==> src/rtl/flash_wstat_pkg.sv <==
// Shared types for the write-status generator.
// Assumes: one operation at a time; phase encoding is internal only.
package flash_wstat_pkg;

    typedef enum logic [2:0] {
        PH_ARRAY = 3'd0,  // normal array reads
        PH_PROG  = 3'd1,  // program running
        PH_ERASE = 3'd2,  // erase running
        PH_DONE  = 3'd3,  // one cycle of true bit 7
        PH_PPROT = 3'd4,  // protected program window
        PH_EPROT = 3'd5   // protected erase window
    } phase_t;

    typedef struct packed {
        logic [4:0] rsvd;
        logic       susp;
        logic       is_erase;
    } stat_lo_t;

endpackage

==> src/rtl/flash_wstat_seq.sv <==
// Operation sequencer: tracks the phase of the current write operation,
// latches the command, and times the protected-target windows.
// Assumes: op_start is a single-cycle pulse; window lengths are >= 1.
module flash_wstat_seq
    import flash_wstat_pkg::*;
#(
    parameter int PROG_WIN  = 500,
    parameter int ERASE_WIN = 25000
) (
    input  logic   clk,
    input  logic   rst_n,
    input  logic   op_start,
    input  logic   op_kind,
    input  logic   op_busy,
    input  logic   erase_susp,
    input  logic   tgt_bit7,
    input  logic   tgt_prot,
    output phase_t phase,
    output logic   kind_q,
    output logic   tgt7_q,
    output logic   susp_q
);

    localparam int MAX_WIN = (PROG_WIN > ERASE_WIN) ? PROG_WIN : ERASE_WIN;
    localparam int CW      = $clog2(MAX_WIN + 1);

    logic [CW-1:0] win_cnt;

    // Phase transitions, command latching and window countdown.
    always_ff @(posedge clk) begin
        if (!rst_n) begin
            phase   <= PH_ARRAY;
            win_cnt <= '0;
            kind_q  <= 1'b0;
            tgt7_q  <= 1'b0;
            susp_q  <= 1'b0;
        end else begin
            case (phase)
                PH_ARRAY: begin
                    if (op_start) begin
                        kind_q <= op_kind;
                        tgt7_q <= tgt_bit7;
                        susp_q <= 1'b0;
                        if (tgt_prot) begin
                            phase   <= op_kind ? PH_EPROT : PH_PPROT;
                            win_cnt <= op_kind ? CW'(ERASE_WIN - 1) : CW'(PROG_WIN - 1);
                        end else begin
                            phase <= op_kind ? PH_ERASE : PH_PROG;
                        end
                    end
                end
                PH_PROG: begin
                    if (!op_busy) phase <= PH_DONE;
                end
                PH_ERASE: begin
                    if (!op_busy) begin
                        phase  <= PH_DONE;
                        susp_q <= 1'b0;
                    end else begin
                        susp_q <= erase_susp;
                    end
                end
                PH_DONE: phase <= PH_ARRAY;
                PH_PPROT, PH_EPROT: begin
                    if (win_cnt == '0) phase <= PH_ARRAY;
                    else               win_cnt <= win_cnt - 1'b1;
                end
                default: phase <= PH_ARRAY;
            endcase
        end
    end

    AST_DONE_SINGLE: assert property (@(posedge clk) disable iff (!rst_n)
        phase == PH_DONE |=> phase == PH_ARRAY);
    AST_START_IGNORED: assert property (@(posedge clk) disable iff (!rst_n)
        (phase != PH_ARRAY && op_start) |=> ($stable(kind_q) && $stable(tgt7_q)));
    AST_PWIN_BOUND: assert property (@(posedge clk) disable iff (!rst_n)
        phase == PH_PPROT |-> win_cnt < CW'(PROG_WIN));
    AST_EWIN_BOUND: assert property (@(posedge clk) disable iff (!rst_n)
        phase == PH_EPROT |-> win_cnt < CW'(ERASE_WIN));
    AST_PPROT_EXIT: assert property (@(posedge clk) disable iff (!rst_n)
        phase == PH_PPROT |=> (phase == PH_PPROT || phase == PH_ARRAY));

endmodule

==> src/rtl/flash_wstat_bus.sv <==
// Read-bus formatter: selects array data or the status byte and
// gates the bus with the read strobe and output enable.
// Assumes: phase and latched command come from flash_wstat_seq.
module flash_wstat_bus
    import flash_wstat_pkg::*;
(
    input  logic       clk,
    input  logic       rst_n,
    input  phase_t     phase,
    input  logic       kind_q,
    input  logic       tgt7_q,
    input  logic       susp_q,
    input  logic [7:0] array_data,
    input  logic       rd_en,
    input  logic       oe_n,
    output logic [7:0] dq,
    output logic       dq_en
);

    logic     poll_bit;
    stat_lo_t stat_lo;
    logic     in_status;

    // Polling bit: inverse of the final value while busy, true value when done.
    always_comb begin
        case (phase)
            PH_PROG:  poll_bit = ~tgt7_q;
            PH_ERASE: poll_bit = susp_q;
            PH_DONE:  poll_bit = kind_q ? 1'b1 : tgt7_q;
            PH_PPROT: poll_bit = ~tgt7_q;
            default:  poll_bit = 1'b0;
        endcase
    end

    // Lower status word and bus selection.
    always_comb begin
        stat_lo.rsvd     = '0;
        stat_lo.susp     = susp_q;
        stat_lo.is_erase = kind_q;
        in_status        = (phase != PH_ARRAY);
        dq_en            = rd_en & ~oe_n;
        if (!dq_en)         dq = 8'h00;
        else if (in_status) dq = {poll_bit, stat_lo};
        else                dq = array_data;
    end

    AST_QUIET_OE: assert property (@(posedge clk) disable iff (!rst_n)
        oe_n |-> (dq == 8'h00 && !dq_en));
    AST_PROG_POLL_INV: assert property (@(posedge clk) disable iff (!rst_n)
        (phase == PH_PROG && dq_en) |-> dq[7] == ~tgt7_q);
    AST_ERASE_POLL_LOW: assert property (@(posedge clk) disable iff (!rst_n)
        (phase == PH_ERASE && !susp_q && dq_en) |-> !dq[7]);
    AST_RSVD_ZERO: assert property (@(posedge clk) disable iff (!rst_n)
        (phase != PH_ARRAY && dq_en) |-> dq[6:2] == 5'b0);
    AST_EPROT_POLL_LOW: assert property (@(posedge clk) disable iff (!rst_n)
        (phase == PH_EPROT && dq_en) |-> !dq[7]);

endmodule

==> src/rtl/flash_wstat_gen.sv <==
// Write-status generator top: read data bus of a byte-wide flash array
// while an embedded program or erase runs.
// Assumes: clock frequency in MHz is an integer; windows >= 1 cycle.
module flash_wstat_gen
    import flash_wstat_pkg::*;
#(
    parameter int CLK_MHZ       = 250,
    parameter int PROG_PROT_US  = 2,
    parameter int ERASE_PROT_US = 100
) (
    input  logic       clk,
    input  logic       rst_n,
    input  logic       op_start,
    input  logic       op_kind,
    input  logic       op_busy,
    input  logic       erase_susp,
    input  logic [7:0] tgt_byte,
    input  logic       tgt_prot,
    input  logic [7:0] array_data,
    input  logic       rd_en,
    input  logic       oe_n,
    output logic [7:0] dq,
    output logic       dq_en
);

    localparam int PROG_WIN  = CLK_MHZ * PROG_PROT_US;
    localparam int ERASE_WIN = CLK_MHZ * ERASE_PROT_US;

    phase_t phase;
    logic   kind_q, tgt7_q, susp_q;

    flash_wstat_seq #(
        .PROG_WIN (PROG_WIN),
        .ERASE_WIN(ERASE_WIN)
    ) seq_i (
        .clk       (clk),
        .rst_n     (rst_n),
        .op_start  (op_start),
        .op_kind   (op_kind),
        .op_busy   (op_busy),
        .erase_susp(erase_susp),
        .tgt_bit7  (tgt_byte[7]),
        .tgt_prot  (tgt_prot),
        .phase     (phase),
        .kind_q    (kind_q),
        .tgt7_q    (tgt7_q),
        .susp_q    (susp_q)
    );

    flash_wstat_bus bus_i (
        .clk       (clk),
        .rst_n     (rst_n),
        .phase     (phase),
        .kind_q    (kind_q),
        .tgt7_q    (tgt7_q),
        .susp_q    (susp_q),
        .array_data(array_data),
        .rd_en     (rd_en),
        .oe_n      (oe_n),
        .dq        (dq),
        .dq_en     (dq_en)
    );

endmodule

==> config.mk <==
export PLATFORM = sky130hd
export DESIGN_NAME = flash_wstat_gen
export DESIGN_NICKNAME = d
export VERILOG_FILES = /design/src/rtl/flash_wstat_pkg.sv /design/src/rtl/flash_wstat_seq.sv /design/src/rtl/flash_wstat_bus.sv /design/src/rtl/flash_wstat_gen.sv
export SDC_FILE = /design/constraint.sdc
export NUM_CORES = 1
export LEC_CHECK = 0
export ABC_AREA = 1
export BUFFER_PORTS_ARGS = -buffer_cell sky130_fd_sc_hd__buf_4
export CAP_MARGIN = 20
export CORE_UTILIZATION = 40
export CTS_BUF_LIST = sky130_fd_sc_hd__clkbuf_2 sky130_fd_sc_hd__clkbuf_4 sky130_fd_sc_hd__clkbuf_8
export CTS_CLUSTER_SIZE = 28
export DETAILED_ROUTE_END_ITERATION = 10
export SLEW_MARGIN = 20
export SYNTH_ARGS = -nofsm -noshare
export SYNTH_HDL_FRONTEND = slang
export SYNTH_SLANG_ARGS = --single-unit
==> constraint.sdc <==
create_clock -name clk -period 3.55 [get_ports clk]
set_clock_uncertainty 0.2 [all_clocks]
set_input_delay 0.71 -clock clk [delete_from_list [all_inputs] [get_ports clk]]
set_output_delay 0.71 -clock clk [all_outputs]
set_load 0.005 [all_outputs]
==> results.cfg <==
[status]
status = finished clean

[worst_setup_path]
cp_cell_sequence = buf_4 > nor2_1 > o21ai_0 > a21oi_1 > buf_4
start_kind = input pin
worstPathRequired_ns = 2.64
crit_top_cell = buf_4
critPathMaxFanout = 9
arrival_ns = 1.64
crit_type = in2out
worst-path-buf-inv = 2
slowest_stage = nor2_1
slowest_delay_ns = 0.40
crit_family = simple AND/OR/NAND/NOR gates
reg2reg_setup_slack_ns = 1.65
end_kind = output pin

[clock_network]
post_cts_resized = 0
cts_max_level = 1
post_cts_buffers = 0
cts_buffer_depth = 2
clk_latency_ns = 0.30
cts_buffers = 3
cts-root-buf = clkbuf_4
clk_pin_slew_ns = 0.12
cts_hold_buf = 0
clock_sinks = 21
cts_tree = built

[detailed_routing]
avgRoutedWirePerCell_um = 10.86
finalWirelength_mm = 3.225
viasPerCell = 4.832
drt_iter0_drc = 54
via_count = 1435
drcViolationCount = 0
ant_nets = 0
drt_pass1_iterations = 4

[die]
coreArea_um2 = 3416
io_pins = 34
row_count = 21
dieHeight_um = 62.21
die_w_um = 62.21
initial_core_util_pct = 42.45
die_area_um2 = 3870

[timing]
setup_viol = 0
tightest_slew_ns = 0.5070
period_share_pct = 71.84
period_needed_ns = 2.550
whs_ns = 0.2917
finalHoldViolCount = 0
max_clock_freq_ghz = 0.3921
maxSlewHeadroom_pct = 66.16
setup_tns_ns = 0
rsz0062_at_grt = false
slew_violations = 0

[yosys]
syn_area_per_cell_um2 = 6.474
yosysUniqueCellTypes = 30
ys_seq_elements = 21
synth_compound_area_share_pct = 14.15
ys_warn_count = 0
synth_xor_area_share_pct = 2.416
yosys.area_share.adder_pct = 1.726
synth_seq_area_share_pct = 28.99
syn-cell-area_um2 = 1450
synthSimpleGateAreaFrac_pct = 44.00
syn_nets = 251
synth_top_family_by_area = simple AND/OR/NAND/NOR gates
syn-instance-count = 224
synthMuxAreaShare_pct = 0

[finish]
drive_gt1_share_pct = 21.12
syn2layout_area_growth_pct = 17.69
final_nets = 279
fill_cells = 367
layoutNonFillerInstCount = 297
n_antenna_cell = 0

[placed_design]
post-dp-hpwl_mm = 2.411
dp.cells = 293
gp_congestion = 0.7910
io_buffers = 26

[min_path]
hp-class = reg2reg

[global_route]
grt_max_degree = 20
grt_pass1_vias = 1267
grt_pass1_wl_mm = 5.747
grt.total_usage_pct = 18.21
antenna_found_initial = 0
gr-total-overflow = 0

[power]
power_density_nw_per_um2 = 832.3
p_total_uw = 1421
p_leak_uw = 0.0008104
vdd_drop_max_uv = 351.9

[flow_run]
drv_cap = 0
==> path summary, 6_finish.rpt <==
check | from | to | depth (start not counted)
min | seq_i.tgt7_q$_SDFFE_PN0P_ | seq_i.tgt7_q$_SDFFE_PN0P_ | 2
max | oe_n | dq[0] | 5
min reg2reg | seq_i.tgt7_q$_SDFFE_PN0P_ | seq_i.tgt7_q$_SDFFE_PN0P_ | 2
max reg2reg | seq_i.win_cnt[0]$_SDFFE_PN0P_ | seq_i.win_cnt[14]$_SDFFE_PN0P_ | 8
==> power breakdown <==
| group | internal, uW | total (uW) | leakage (uW) | switching [uW] |
|---|---|---|---|---|
| logic | 327 | 900 | 0.000620 | 573 |
| clock network | 51.4 | 125 | 0.0000184 | 73.9 |
| registers | 311 | 395 | 0.000172 | 83.6 |
| total | 690 | 1420 | 0.000810 | 731 |
==> layer usage <==
layer	track usage, %	wire length, um	up-vias
met4	6.105	32	0
met5	0	0	-
met2	29.67	1371	38
met1	24.19	1619	617
met3	3.125	200	4
li1	-	-	776
==> area by class of cell <==
class / count / area [um^2] / area share [%]
clock buffer: 4 / 30.03 / 1.760
inverter: 26 / 100.1 / 5.865
multi-input combinational: 174 / 903.4 / 52.93
sequential: 21 / 420.4 / 24.63
tap: 46 / 57.56 / 3.372
timing repair buffer: 26 / 195.2 / 11.44
==> placed cells by master (no fill, tap or decap), types with 2 or more instances in the layout <==
cell type	n
nor3_1	2
dfxtp_1	21
ha_1	2
nand2_4	3
nand2_1	55
nand2_2	5
a21oi_2	5
inv_1	23
xor2_1	3
buf_4	26
nor2_8	2
nand3b_1	2
o21ai_1	3
nor2_1	42
a21oi_1	14
clkbuf_4	4
nor2_2	2
nand3_1	18
o21ai_0	9
==> flip-flops by register name, indices dropped and copies added (netlist names) <==
register,flops
seq_i.win_cnt,15
seq_i.kind_q,1
seq_i.susp_q,1
seq_i.tgt7_q,1
seq_i.phase,3
==> cell families (layout without fill, tap and decap cells) <==
kind of cell	after synthesis	in the layout
simple gates	134	134
xor+xnor	4	4
compound gates	34	34
fa+ha+maj	2	2
buf+inv	29	56
flops	21	21
==> cell usage after synthesis <==
master	number	area share, %
dfxtp_1	21	29
o21ai_0	9	3.1
nor2_1	42	11
xor2_1	3	1.8
ha_1	2	1.7
nand2_2	5	2.2
inv_2	1	0.26
nand2_4	3	2.3
nor2_4	1	0.78
a21oi_4	1	1.1
a21oi_2	5	3.0
a21oi_1	14	4.8
inv_4	1	0.43
nor3_1	2	0.69
nor2_2	2	0.86
inv_1	23	6.0
nand3b_1	2	1.0
nor2_8	2	2.8
buf_8	1	1.0
nand3_1	18	6.2
o2111ai_1	1	0.60
nand2_8	1	1.4
clkbuf_1	1	0.26
o21ai_1	3	1.0
o22ai_1	1	0.43
buf_4	1	0.52
xnor2_1	1	0.60
clkinv_1	1	0.26
nand2_1	55	14
nand3_2	1	0.69
==> worst min-delay path: stages (launching register included) <==
cell	delay (ns)
dfxtp_1	0.32
inv_1	0.08
a21oi_1	0.07
==> metrics by stage <==
| stage | setup slack, ns | area [um^2] | util (%) |
|---|---|---|---|
| detailed placement | 0.9910 | 1677 | 49.08 |
| floorplan | 1.288 | 1450 | - |
| finish | 0.9998 | 1707 | 49.96 |
| global placement | 0.9850 | 1677 | 49.08 |
| CTS | 0.9932 | 1707 | 49.96 |
| global route | 0.8846 | 1707 | 49.96 |
No activity file was read; power rests on OpenSTA's default activity.
